`src/rtl/chg_irq_pkg.sv`:
```
package chg_irq_pkg;

    localparam int DEF_WIDTH  = 8;
    localparam int DEF_STAGES = 2;

    typedef enum logic {
        PH_PRIME = 1'b0,
        PH_RUN   = 1'b1
    } phase_e;

    // Cycles the snapshot follows the synchronizer after reset
    function automatic int prime_len(input int stages);
        return stages + 1;
    endfunction

    function automatic int cnt_bits(input int value);
        return (value < 2) ? 1 : $clog2(value + 1);
    endfunction

endpackage

```
`src/rtl/chg_irq_sync.sv`:
```
module chg_irq_sync #(
    parameter int WIDTH  = 8,
    parameter int STAGES = 2
) (
    input  logic             clk,
    input  logic             rst,
    input  logic [WIDTH-1:0] d_i,
    output logic [WIDTH-1:0] q_o
);
    logic [WIDTH-1:0] stage_q [STAGES];

    generate
        for (genvar s = 0; s < STAGES; s++) begin : g_stage
            if (s == 0) begin : g_first
                always_ff @(posedge clk) begin
                    if (rst) stage_q[s] <= '0;
                    else     stage_q[s] <= d_i;
                end
            end else begin : g_next
                always_ff @(posedge clk) begin
                    if (rst) stage_q[s] <= '0;
                    else     stage_q[s] <= stage_q[s-1];
                end
            end
        end
    endgenerate

    assign q_o = stage_q[STAGES-1];
endmodule

```
`src/rtl/chg_irq_snapshot.sv`:
```
module chg_irq_snapshot
    import chg_irq_pkg::*;
#(
    parameter int WIDTH  = 8,
    parameter int STAGES = 2
) (
    input  logic             clk,
    input  logic             rst,
    input  logic [WIDTH-1:0] sync_i,
    input  logic             capture_i,
    output logic [WIDTH-1:0] snap_o,
    output phase_e           phase_o
);
    localparam int PLEN = prime_len(STAGES);
    localparam int CW   = cnt_bits(PLEN);

    logic [CW-1:0]    prime_q;
    logic [WIDTH-1:0] snap_q;
    logic             priming;

    assign priming = (prime_q != '0);

    always_ff @(posedge clk) begin
        if (rst) begin
            prime_q <= CW'(PLEN);
        end else if (priming) begin
            prime_q <= prime_q - 1'b1;
        end
    end

    always_ff @(posedge clk) begin
        if (rst) begin
            snap_q <= '0;
        end else if (priming || capture_i) begin
            snap_q <= sync_i;
        end
    end

    assign snap_o  = snap_q;
    assign phase_o = priming ? PH_PRIME : PH_RUN;
endmodule

```
`src/rtl/chg_irq_compare.sv`:
```
module chg_irq_compare
    import chg_irq_pkg::*;
#(
    parameter int WIDTH = 8
) (
    input  logic             clk,
    input  logic             rst,
    input  logic [WIDTH-1:0] sync_i,
    input  logic [WIDTH-1:0] snap_i,
    input  logic [WIDTH-1:0] dir_in_i,
    input  logic             capture_i,
    input  phase_e           phase_i,
    output logic             irq_o
);
    logic [WIDTH-1:0] diff;
    logic             any_diff;
    logic             irq_q;

    assign diff     = (sync_i ^ snap_i) & dir_in_i;
    assign any_diff = |diff;

    always_ff @(posedge clk) begin
        if (rst) begin
            irq_q <= 1'b0;
        end else if (phase_i == PH_PRIME || capture_i) begin
            irq_q <= 1'b0;
        end else begin
            irq_q <= any_diff;
        end
    end

    assign irq_o = irq_q;
endmodule

```
`src/rtl/chg_irq_detect.sv`:
```
module chg_irq_detect
    import chg_irq_pkg::*;
#(
    parameter int WIDTH  = DEF_WIDTH,
    parameter int STAGES = DEF_STAGES
) (
    input  logic             clk,
    input  logic             rst,
    input  logic [WIDTH-1:0] pin_i,
    input  logic [WIDTH-1:0] dir_in_i,
    input  logic             capture_i,
    output logic             irq_oe_o,
    output logic [WIDTH-1:0] snap_o
);
    logic [WIDTH-1:0] pin_sync;
    logic [WIDTH-1:0] snap;
    phase_e           phase;

    chg_irq_sync #(.WIDTH(WIDTH), .STAGES(STAGES)) u_sync (
        .clk (clk),
        .rst (rst),
        .d_i (pin_i),
        .q_o (pin_sync)
    );

    chg_irq_snapshot #(.WIDTH(WIDTH), .STAGES(STAGES)) u_snap (
        .clk       (clk),
        .rst       (rst),
        .sync_i    (pin_sync),
        .capture_i (capture_i),
        .snap_o    (snap),
        .phase_o   (phase)
    );

    chg_irq_compare #(.WIDTH(WIDTH)) u_cmp (
        .clk       (clk),
        .rst       (rst),
        .sync_i    (pin_sync),
        .snap_i    (snap),
        .dir_in_i  (dir_in_i),
        .capture_i (capture_i),
        .phase_i   (phase),
        .irq_o     (irq_oe_o)
    );

    assign snap_o = snap;
endmodule

```
`config.mk`:
```
export PLATFORM = sky130hd
export DESIGN_NAME = chg_irq_detect
export DESIGN_NICKNAME = d
export VERILOG_FILES = /design/src/rtl/chg_irq_pkg.sv /design/src/rtl/chg_irq_sync.sv /design/src/rtl/chg_irq_snapshot.sv /design/src/rtl/chg_irq_compare.sv /design/src/rtl/chg_irq_detect.sv
export SDC_FILE = /design/constraint.sdc
export NUM_CORES = 1
export LEC_CHECK = 0
export BUFFER_PORTS_ARGS = -buffer_cell sky130_fd_sc_hd__buf_2
export CORE_UTILIZATION = 50
export CTS_CLUSTER_DIAMETER = 200
export DETAILED_ROUTE_END_ITERATION = 16
export PLACE_DENSITY = 0.74
export SYNTH_ARGS = -nofsm -noshare
export SYNTH_HDL_FRONTEND = slang
export SYNTH_HIERARCHICAL = 1
export SYNTH_SLANG_ARGS = --single-unit
```
`constraint.sdc`:
```
create_clock -name clk -period 1.45 [get_ports clk]
set_input_delay 0.3625 -clock clk [delete_from_list [all_inputs] [get_ports clk]]
set_output_delay 0.3625 -clock clk [all_outputs]
set_load 0.01 [all_outputs]
```
======== After elaboration in Yosys (flattened, before gate mapping) ========
Memories as Yosys holds them, arrays and structs flattened.
Index checks and enable logic that the tools add are counted.
word-level totals
  memories ................................ 1
  bits of input ports ..................... 19
  RAM bits ................................ 16
  logic and storage cells ................. 18
  bits in registers ....................... 11
memories
  memory          depth  width  read ports  clocked after memory_dff  wr ports  line                text
  u_sync.stage_q  2      8      2           0                         2         chg_irq_sync.sv:10  logic [WIDTH-1:0] stage_q [STAGES];
operators by class
  $add $sub $neg .......................... 1
  bitwise gates (word level) .............. 4
  multiplexer cells ....................... 5
  reductions and logical operators ........ 4
operators by type and width
  kind                                              count
  two-way mux 8 bit                                 2
  AND 8 bit                                         1
  OR reduction 8 bit                                1
  bitwise XOR 8 bit                                 1
  two-way mux 1 bit                                 3
  OR 1 bit                                          2
  nonzero test 2 bit                                1
  OR reduction 2 bit                                1
  subtractor 2 x 1 -> 2 bit, second input constant  1
  logical OR 1 bit                                  1

======== Longest topological paths before layout ========
Gate-level depths: netlist (run 1).
  word-level depth ........................ 3
  depth in mapped cells ................... 5
  gate-level depth less buffers ........... 4

======== Hierarchy ========
Netlist (run 1), hierarchy kept.
by module, submodules not included
  module            instances  cells an instance  sequential area each (um^2)  area each (um^2)
  chg_irq_snapshot  1          46                 200.2                        504.2
  chg_irq_sync      1          33                 320.3                        464.2
  chg_irq_compare   1          16                 20.0                         136.4

======== Least setup slack after synthesis (run 1) ========
No wires, ideal clock.
  kind .................................... reg2reg
  from .................................... register u_snap.prime_q[0]
  to ...................................... register u_snap.prime_q[1]
  required time ........................... 1.336 ns
  cell stages (with the launch flop) ...... 6
  slack ................................... 0.320 ns
  clock period less this slack ............ 1.130 ns
  data arrival time ....................... 1.016 ns
  setup time .............................. 0.114 ns
  cells stage by stage .................... dfxtp_1 inv_1 ha_1 buf_6 nand2b_1 a21o_1
on the way
  word-level cells in the longest chain between the ends .. 1
  elaborated cells on any way between the ends .. 2
  classes of those cells .................. add/sub (1); reduce/logical (1)
RTL lines
  what                                                             line                                            text
  start, declared                                                  chg_irq_snapshot.sv:17                          logic [CW-1:0] prime_q;
  start signal, assigned                                           chg_irq_snapshot.sv:25                          prime_q <= CW'(PLEN);
  start signal, assigned                                           chg_irq_snapshot.sv:27                          prime_q <= prime_q - 1'b1;
  subtractor 2 x 1 -> 2 bit or nonzero test 2 bit (tied branches)  chg_irq_snapshot.sv:27, chg_irq_snapshot.sv:21
Several ways; a longest one is shown, not always the timed one.
A chain may end at the register's enable or synchronous reset.

======== Worst setup path after layout (run 1) ========
  from .................................... register u_snap.snap_q[7] (netlist: u_snap/snap_o[7])
  to ...................................... output port snap_o[7]
RTL lines
  what                    line                    text
  start, declared         chg_irq_snapshot.sv:18  logic [WIDTH-1:0] snap_q;
  start signal, assigned  chg_irq_snapshot.sv:35  snap_q <= sync_i;
  end, declared           chg_irq_detect.sv:13    output logic [WIDTH-1:0] snap_o
No word-level cell between the ends.

==> results of run 1 <==
-- power by group through the flow --
stage	Sequential, mW	Combinational [mW]	Clock (mW)
after floorplan	0.819	0.122	0
after global placement	0.818	0.174	0
after detailed placement	0.820	0.182	0
after CTS	0.804	0.183	0.323
after global routing	0.809	0.201	0.354
final	0.804	0.180	0.311
-- state kept, by name, summed over array words and instances, names as in the netlist --
signal	count
u_cmp/irq_o	1
u_snap/snap_o	8
u_snap/prime_q	2
u_sync/stage_q	16
-- worst paths after layout --
kind / cells past startpoint / start / end / slack (ns)
max: 1 / u_snap/snap_o[7] / snap_o[7] / 0.23
min: 2 / pin_i[4] / u_sync/stage_q[0][4] / 0.25
max reg2reg: 5 / u_snap/prime_q[0] / u_snap/snap_o[4] / 0.30
min reg2reg: 1 / u_sync/stage_q[0][1] / u_sync/stage_q[1][1] / 0.45
-- per-layer routing --
metal | wire (µm) | share of wire (%) | track usage, %
met2 | 847 | 48 | 29.4
met3 | 64 | 3.6 | 4.36
met5 | 0 | 0 | 0
met1 | 851 | 48 | 19.6
met4 | 0 | 0 | 6.37
-- final cells by class --
class,count,share of cell area [%]
clock buffers,4,2.03
inverters,2,0.580
multi-input cells,63,40.9
flip-flops and latches,27,41.7
well taps,27,2.61
repair buffers,30,12.2
-- logic make-up (layout without fill, tap and decap cells) --
group	Yosys count	in the layout	share of synthesized area (%)
AND/OR/NAND/NOR	39	39	28.8
flip-flops	27	27	48.9
AO/OA/AOI/OAI	13	13	9.74
XOR/XNOR	9	9	7.14
buffers and inverters	5	36	3.17
adder cells (fa/ha/maj)	2	2	2.26
-- cells in the final DEF, fill, tap and decap left out, drive strengths merged --
cell type   n
and2b       7
o21ai       8
nor2        1
nand4bb     8
clkbuf      4
nand2b     11
inv         2
dfxtp      27
nand4       1
and3        1
ha          2
xor2        9
a21o        1
buf        30
nor2b      10
a22oi       4
-- stage by stage --
step	power [mW]	utilization [%]	hold slack [ns]
floorplan	0.941	-	0.414
global placement	0.992	62.7	0.418
detailed placement	1.00	62.7	0.426
CTS	1.31	64.0	0.245
global route	1.36	64.0	0.229
finish	1.29	64.0	0.252
-- synth_stat cells --
master     number  area share, %
nor2b_2         7            5.5
nand4_1         1           0.57
a22oi_1         4            2.7
and3_1          1           0.57
buf_6           2            2.0
xor2_1          9            7.1
dfxtp_1        27             49
ha_1            2            2.3
nor2b_1         3            1.7
buf_2           1           0.45
nor2_1          1           0.34
and2b_4         1           0.91
and2b_2         6            4.8
o21ai_2         8            6.3
a21o_1          1           0.68
nand4bb_1       8            8.2
nand2b_1       11            6.2
inv_1           2           0.68
==> metrics.md, run 1 <==
| Metric | Value |
|---|---|
| CTS tree | done |
| Area post-placement | 0.00127 mm² |
| CP Buf/Inv Count | 1 |
| Register area share after synthesis | 48.9% |
| Core area | 0.00202 mm² |
| Avg WL per Cell | 11.5 µm |
| Placed cells | 149 |
| Relative slew slack | between 60 and 70% |
| Critical path class | flop to output pin |
| Clock Power Share | 24.0% |
| Via count | 729 |
| Reg clk slew, reported paths | 0.14 ns |
| DIE AREA | 0.00240 mm² |
| Antenna cells | 0 |
| Worst-Margin Slew | 0.461 ns |
| RSZ-0062 raised after global routing | false |
| Final setup fails | 0 |
| First-pass GRT wire length | 3110 µm |
| Cts repair resizes | 0 |
| Syn Area/Cell | 11.6 µm² |
| # nets final | 148 |
| Initial DRT Pass Iterations | 4 |
| WP data required | 1.09 ns |
| WP data arrival | approximately 0.86 ns |
| CTS sink cnt | 27 |
| Starting density of the core | 54.6% |
| Worst-path cell chain | buf_2 |
| Syn Nets | 116 |
| Fillers | 176 |
| Largest net degree at the start of global routing | 33 |
| Routability Congestion | 0.716 |
| Post-DRT Antenna Nets | 0 |
| Netlist Area Pre-Place | 0.00110 mm² |
| Htree depth | 1 |
| Antenna violations before repair | 0 |
| Rows | 16 |
| Syn Inst Count | 95 |
| Setup crit start kind | flop |
| Leakage power | 0.623 nW |
| Multi-input gate area | around 530 µm² |
| I/O Buffers | 27 |
| I/O pin total | 28 |
| PwrDens | 1000 mW/mm² |
| DRC | 0 |
| Vias in the first global route | 750 |
| Sw Share | a little under a quarter |
| Synthesized flop and latch total | 27 |
| Total gr overflow | 0 |
| Register Area | about 540 µm² |
| NetSw | 0.308 mW |
| Layout Cells excl Fill | approximately 150 |
| Layout Skew | 0.00377 ns |
| Gate power share | 13.9% |
| Die width | 49.0 µm |
| Pre-CTS WS | 0.275 ns |
| VDD IR max | 0.650 mV |
| Share of layout cells above drive strength 1 | 43.7% |
| Clk Latency, worst-skew pair | 0.31 ns |
| Part of the power in registers | 62.1% |
| YS warnings | 6 |
| Slowest cell on crit path | dfxtp_1 |
| Final wirelength | 1760 µm |
| Hold-fix buffers, CTS | 0 |
| Setup TNS Final | 0 ns |
| Vias/cell | 4.76 |
| Area grow syn2layout | 17.2% |
| Worst hold path class | input pin to flop |
| Initial DRC Count | 5 |
| Max_cap viols | 0 |
| Post-CTS Setup Bufs | 0 |
| Total GRT Usage | 16.8% |
| Synth cell types | 18 |
| Max-slew violations | 0 |
| Die Span Y | 49.0 µm |
| Max Fclk | between 800 and 900 MHz |
| Period utilization | roughly 84% |
| CP Max Fanout | 3 |
| Crit path time final | around 1.2 ns |
| Max clock buf depth | 2 |
| Final setup margin | 0.227 ns |
| Outcome | finished clean |
| P_int | 0.987 mW |
| Final hold vios | 0 |
| Worst setup EP type | output pin |
| Worst stage delay on the critical path | ~0.40 ns |
| CTS buffer count | 3 |
| Clk root buf | clkbuf_4 |
| Hpwl dp | 1250 µm |
| Final instance area | 0.00129 mm² |
| Crit path max-delay family | flip-flops |
Note: power is estimated with default switching activity, not from simulation.
==> inputs of run 2 (changes only) <==
--- a/config.mk
+++ b/config.mk
@@ -5,11 +5,12 @@
 export SDC_FILE = /design/constraint.sdc
 export NUM_CORES = 1
 export LEC_CHECK = 0
+export ABC_AREA = 1
 export BUFFER_PORTS_ARGS = -buffer_cell sky130_fd_sc_hd__buf_2
-export CORE_UTILIZATION = 50
+export CORE_UTILIZATION = 46
 export CTS_CLUSTER_DIAMETER = 200
 export DETAILED_ROUTE_END_ITERATION = 16
-export PLACE_DENSITY = 0.74
+export PLACE_DENSITY = 0.71
 export SYNTH_ARGS = -nofsm -noshare
 export SYNTH_HDL_FRONTEND = slang
 export SYNTH_HIERARCHICAL = 1
==> constraint.sdc (replaced) <==
create_clock -name clk -period 1.1 [get_ports clk]
set_input_delay 0.275 -clock clk [delete_from_list [all_inputs] [get_ports clk]]
set_output_delay 0.275 -clock clk [all_outputs]
set_load 0.01 [all_outputs]
==> metrics.md, run 2 <==
| Metric | Value |
|---|---|
| Outcome | finished clean |
| Syn Area/Cell | 7.00 µm² (-40%) |
| Core area | 0.00228 mm² (+13%) |
| Largest area contributor in the netlist | dfxtp_1 |
| YS warnings | 6 (unchanged) |
| Relative slew slack | 84.0% (+15 points) |
| Top FF cell, synth | dfxtp_1 |
| Max-slew violations | 0 (unchanged) |
| Syn Nets | 183 (+58%) |
| Compound-Gate Fraction of Synth Area | 2.21% (-7.5 points) |
| Leading cell type in the layout, fill and taps excluded | inv_1 |
| FF-to-FF End | u_snap/snap_o[2] |
| Crit path time final | 1.09 ns |
| WP data required | 1.35 ns (+0.26 ns) |
| PwrDens | 1260 mW/mm² (+26%) |
| Final hold vios | 0 (unchanged) |
| Number of enable flip-flop cells after synthesis | 0 (unchanged) |
| Post-synth top cells | inv_1, nor2_1, nand2_1 |
| Antenna violations before repair | 0 (unchanged) |
| Total GRT Usage | 16.0% (-0.81 points) |
| Syn Inst Count | 162 (+71%) |
| Largest net degree at the start of global routing | 17 (-48%) |
| Rows | 17 (+1) |
| Cell with the most instances after synthesis | inv_1 |
| Synth cell types | 15 (-3) |
| Final setup fails | 0 (unchanged) |
| Reg2Reg Setup Slack | 0.008 ns (-0.29 ns) |
| Placed cells | 216 (+45%) |
| Reg with most FFs | u_sync/stage_q |
| Starting density of the core | 49.8% (-4.8 points) |
| Antenna cells | 0 (unchanged) |
| Area grow syn2layout | 26.2% |
| Setup crit start kind | flop |
| Most frequent cells in the layout | inv_1, nor2_1, nand2_1, buf_2, dfxtp_1 |
| Clk Latency, worst-skew pair | 0.31 ns (about the same) |
| Max_cap viols | 0 (unchanged) |
| Share of layout cells above drive strength 1 | 28.9% (-15 points) |
| Leakage power | 0.722 nW (+16%) |
| Final setup margin | 0.00802 ns (-0.219 ns) |
| Vias in the first global route | 817 (+8.9%) |
| Max reg flops | 16 (unchanged) |
| Hold slack final | 0.149 ns (-0.103 ns) |
| Critical path class | flop to flop |
| Util after Layout | 62.8% (-1.2 points) |
| VDD IR max | 0.889 mV (+37%) |
| Area post-placement | 0.00128 mm² (+1.3%) |
| CTS buffer count | 3 (unchanged) |
| First-pass GRT wire length | 3150 µm (+1.5%) |
| Layout Skew | 0.00477 ns (+0.000998 ns) |
| Reg clk slew, reported paths | 0.14 ns (about the same) |
| Synth Area in Adders | 2.21% (-0.058 points) |
| Register area share after synthesis | 47.7% (-1.2 points) |
| Post-synthesis mux area share | 0% (unchanged) |
| Worst hold path class | input pin to flop |
| RSZ-0062 raised after global routing | true |
| Max clock buf depth | 2 (unchanged) |
| I/O Buffers | 27 (unchanged) |
| Pre-CTS WS | -0.0606 ns (-0.335 ns) |
| DIE AREA | 0.00267 mm² (+11%) |
| Post-Synth Simple-Gate Area | 30.0% (+1.3 points) |
| Routability Congestion | 0.744 (+3.9%) |
| XOR/XNOR share of the synthesized area | 0% (-7.1 points) |
| Initial DRT Pass Iterations | 4 (unchanged) |
| Post-DRT Antenna Nets | 0 (unchanged) |
| R2R Path Start | u_snap/prime_q[0] |
| Hold path startpoint | pin_i[2] |
| Htree depth | 1 (unchanged) |
| Final instance area | 0.00143 mm² (+10%) |
| Final wirelength | 2000 µm (+13%) |
| I/O pin total | 28 (unchanged) |
| Max Fclk | ~920 MHz |
| CTS tree | done |
| Netlist Area Pre-Place | 0.00113 mm² (+2.6%) |
| Layout Cells excl Fill | 225 (+47%) |
| Largest family of logic cells by synthesized area | simple AND/OR/NAND/NOR gates |
| Initial DRC Count | 22 (+17) |
| WP data arrival | 1.34 ns (+0.48 ns) |
| Reg2Reg Depth | 6 (+1) |
| Die Span Y | 51.6 µm (+5.4%) |
| Vias/cell | 4.33 (-9.1%) |
| Die width | 51.6 µm (+5.4%) |
| Via count | 974 (+34%) |
| # nets final | 219 (+48%) |
| DRC | 0 (unchanged) |
| Total gr overflow | 0 (unchanged) |
| Post-synthesis async set-or-reset flop share | 0% (unchanged) |
| Hold Path Cell Cnt | 3 (+1) |
| Hold-fix buffers, CTS | 0 (unchanged) |
| Yosys top cell area share | 47.7% (-1.2 points) |
| CP Max Fanout | 8 (+5) |
| CTS sink cnt | 27 (unchanged) |
| Worst setup EP type | flop |
| Hpwl dp | 1440 µm (+14%) |
| Period utilization | around 99% |
| WHS Endpoint | u_sync/stage_q[0][2] |
| Avg WL per Cell | 8.89 µm (-23%) |
| Clk root buf | clkbuf_4 |
| Largest cells by area after synthesis | dfxtp_1, inv_1, nor2_1 |
| Worst-Margin Slew | 0.240 ns (-0.221 ns) |
| Synthesized flop and latch total | 27 (unchanged) |
-- run 2: routing by layer --
metal | up-vias | track usage (%) | share of wire [%] | wire length [µm]
met4 | 0 | 5.41 | 0.65 | 13
li1 | 536 | - | - | -
met3 | 2 | 3.80 | 3.8 | 76
met1 | 413 | 17.8 | 46 | 920
met2 | 23 | 29.4 | 50 | 990
met5 | - | 0 | 0 | 0
-- run 2: timing repair --
item | CTS | global route
pin swaps | 2 | 2
buffers inserted | 2 | 3
endpoints found under the setup margin | 17 | 17
gates resized for setup | 12 | 12
-- run 2: how the worst max path moves through the flow --
| stage | to | startpoint | depth (start not counted) |
|---|---|---|---|
| 6_report | u_snap/snap_o[2] | u_snap/prime_q[0] | 6 |
| 5_1_grt | snap_o[2] | u_snap/snap_o[2] | 1 |
| 4_1_cts | snap_o[7] | u_snap/snap_o[7] | 1 |
| 3_5_place_dp | u_snap/snap_o[2] | u_snap/prime_q[0] | 6 |
| 3_3_place_gp | u_snap/snap_o[0] | u_snap/prime_q[0] | 6 |
| 2_1_floorplan | u_snap/prime_q[1] | u_snap/prime_q[0] | 5 |
-- run 2: worst max-delay path: stages (launching register included) --
cell and delay (ns):
dfxtp_2 0.36, inv_2 0.07, ha_4 0.17, inv_2 0.05
nor2_4 0.18, nor2_1 0.09, nor2_1 0.12
-- run 2: layout make-up --
| cell class | count | area [µm²] |
|---|---|---|
| inverter | 45 | 169 |
| sequential | 27 | 553 |
| tap | 28 | 35.0 |
| timing repair buffer | 34 | 241 |
| multi-input combinational | 87 | 405 |
| clock buffer | 4 | 26.3 |
| fill | 205 | 846 |
-- run 2: power by group --
part	leakage, nW	internal (mW)	switching (mW)
logic	0.482	0.148	0.160
registers	0.226	1.04	0.0395
clock network	0.0150	0.141	0.264
total	0.722	1.33	0.464
-- run 2: logic make-up after synthesis --
kind of cell	count (synthesis)
fa+ha+maj	2
buf+inv	48
simple gates	80
compound gates	5
flops	27
-- run 2: metrics by stage --
step                setup TNS [ns]  power, mW
global route               -0.0952       1.90
floorplan                        0       1.26
CTS                              0       1.77
detailed placement          -0.255       1.34
finish                           0       1.80
global placement                 0       1.33
==> inputs of run 3 (changes only) <==
--- a/config.mk
+++ b/config.mk
@@ -5,7 +5,6 @@
 export SDC_FILE = /design/constraint.sdc
 export NUM_CORES = 1
 export LEC_CHECK = 0
-export ABC_AREA = 1
 export BUFFER_PORTS_ARGS = -buffer_cell sky130_fd_sc_hd__buf_2
 export CORE_UTILIZATION = 46
 export CTS_CLUSTER_DIAMETER = 200
==> metrics.md, run 3 (synthesis results as in run 1) <==
| Metric | Value |
|---|---|
| Outcome | finished with violations |
| Failing checks | setup timing |
| Setup crit start kind | flop |
| Reg clk slew, reported paths | 0.14 ns (about the same) |
| Critical path class | flop to output pin |
| CTS buffer count | 3 (unchanged) |
| DIE AREA | 0.00260 mm² (-2.4%) |
| I/O Buffers | 27 (unchanged) |
| Final wirelength | 1960 µm (-1.8%) |
| CTS sink cnt | 27 (unchanged) |
| Routability Congestion | 0.733 (-1.5%) |
| Max-slew violations | 0 (unchanged) |
| DRC | 0 (unchanged) |
| Leakage power | 0.645 nW (-11%) |
| Most frequent cells in the layout | buf_2, dfxtp_1, nand2b_1, buf_6, xor2_1 |
| Total gr overflow | 0 (unchanged) |
| Util after Layout | 62.9% (about the same) |
| Period utilization | 107% (+7.5 points) |
| Multi-input gate area | 547 µm² (+35%) |
| WP data arrival | 0.90 ns (-0.44 ns) |
| Hold-fix buffers, CTS | 0 (unchanged) |
| Max Fclk | 852 MHz (-7.0%) |
| First-pass GRT wire length | 3290 µm (+4.4%) |
| Post-DRT Antenna Nets | 0 (unchanged) |
| Final setup margin | -0.0741 ns (-0.0821 ns) |
| CP Max Fanout | 2 (-6) |
| Max_cap viols | 0 (unchanged) |
| Antenna violations before repair | 0 (unchanged) |
| Htree depth | 1 (unchanged) |
| Relative slew slack | 68.3% (-16 points) |
| Reg2Reg Depth | 4 (-2) |
| Largest net degree at the start of global routing | 33 (+16) |
| Share of layout cells above drive strength 1 | 55.0% (+26 points) |
| Vias in the first global route | 746 (-8.7%) |
| Worst setup EP type | output pin |
| Initial DRT Pass Iterations | 3 (-1) |
| Worst hold path class | input pin to flop |
| Avg WL per Cell | 12.5 µm (+41%) |
| PwrDens | 1270 mW/mm² (+1.2%) |
| Max reg flops | 16 (unchanged) |
| Starting density of the core | 49.5% (-0.34 points) |
| Initial DRC Count | 2 (-91%) |
| Die width | 51.0 µm (-1.2%) |
| Area grow syn2layout | 27.1% |
| Pwr Total | 1.79 mW (-0.63%) |
| Register Area | 554 µm² (+0.23%) |
| Total GRT Usage | 17.6% (+1.6 points) |
| Final hold vios | 0 (unchanged) |
| Max clock buf depth | 2 (unchanged) |
| Clk Latency, worst-skew pair | 0.32 ns (about the same) |
| Reg with most FFs | u_sync/stage_q |
| Fillers | 216 (+5.4%) |
| Via count | 766 (-21%) |
| Crit path time final | 1.17 ns (+0.0821 ns) |
| Clk root buf | clkbuf_4 |
| Vias/cell | 4.88 (+13%) |
| Die Span Y | 51.0 µm (-1.2%) |
| I/O pin total | 28 (unchanged) |
| WP data required | 0.82 ns (-0.53 ns) |
| CTS tree | done |
| Antenna cells | 0 (unchanged) |
| # nets final | 151 (-31%) |
| Core area | 0.00223 mm² (-1.9%) |
| VDD IR max | 0.849 mV (-4.5%) |
| Final setup fails | 1 (+1) |
| Hold slack final | 0.147 ns (-0.00206 ns) |
| Leading cell type in the layout, fill and taps excluded | buf_2 |
| Hold Path Cell Cnt | 2 (-1) |
| Rows | 17 (unchanged) |
| RSZ-0062 raised after global routing | true |
| Layout Skew | 0.00357 ns (-0.00120 ns) |
| Hpwl dp | 1340 µm (-6.7%) |
| Worst-Margin Slew | 0.475 ns (+0.235 ns) |
==> run 3: cell count changes in the layout (fill, tap and decap cells not counted), moves of 9 or more <==
cell / delta
inv_1: -41
nand2_1: -28
xor2_1: +9
nor2_1: -29
nand2b_1: +11
nand3_1: -16
==> run 3: repair_timing <==
action | in CTS | in global routing
pin swaps | 4 | 4
setup buffers | 0 | 1
setup endpoints to repair | 17 | 18
hold endpoints to repair | 0 | 0
gates resized for setup | 18 | 5
gates cloned | 0 | 0
==> run 3: per-stage QoR <==
stage / instance area, µm² / std cells / setup TNS [ns] / setup slack (ns)
global route: 1400 / 157 / -0.371 / -0.108
detailed placement: 1290 / 152 / -0.0856 / -0.0311
floorplan: 1110 / 95 / 0 / 0.00816
global placement: 1290 / 152 / -0.0302 / -0.0302
finish: 1400 / 157 / -0.0741 / -0.0741
CTS: 1390 / 156 / -0.145 / -0.0950
==> run 3: cell type report <==
| type | instances | area share, % |
|---|---|---|
| Tap cell | 28 | 2.50 |
| Inverter | 2 | 0.535 |
| Clock buffer | 4 | 1.87 |
| Sequential cell | 27 | 39.5 |
| Timing Repair Buffer | 33 | 16.7 |
| Multi-Input combinational cell | 63 | 38.9 |
==> run 3: path summary, 6_finish.rpt <==
check / start / to / slack [ns]
worst max-delay path: u_snap/snap_o[6] / snap_o[6] / -0.07
worst min register to register: u_sync/stage_q[0][1] / u_sync/stage_q[1][1] / 0.46
worst max register to register: u_snap/snap_o[6] / u_cmp/irq_o / 0.02
worst min-delay path: pin_i[4] / u_sync/stage_q[0][4] / 0.15
==> run 3: layer usage <==
| metal | GRT usage, % | up-vias | routed length (µm) |
|---|---|---|---|
| met3 | 3.57 | 4 | 64 |
| met5 | 0 | - | 0 |
| met4 | 9.72 | 0 | 28 |
| met1 | 20.8 | 358 | 816 |
| met2 | 29.4 | 17 | 1050 |
| li1 | - | 387 | - |
==> run 3: worst max-delay path, stage by stage (launching register included) <==
cell and delay [ns]:
dfxtp_2 0.36, buf_6 0.11, buf_6 0.11
==> run 3: where the power goes <==
| part | internal, mW | total [mW] | leakage [nW] | switching [mW] |
|---|---|---|---|---|
| clock network | 0.142 | 0.427 | 0.0150 | 0.285 |
| logic | 0.166 | 0.294 | 0.404 | 0.129 |
| registers | 1.03 | 1.06 | 0.226 | 0.0312 |
| total | 1.34 | 1.79 | 0.645 | 0.444 |
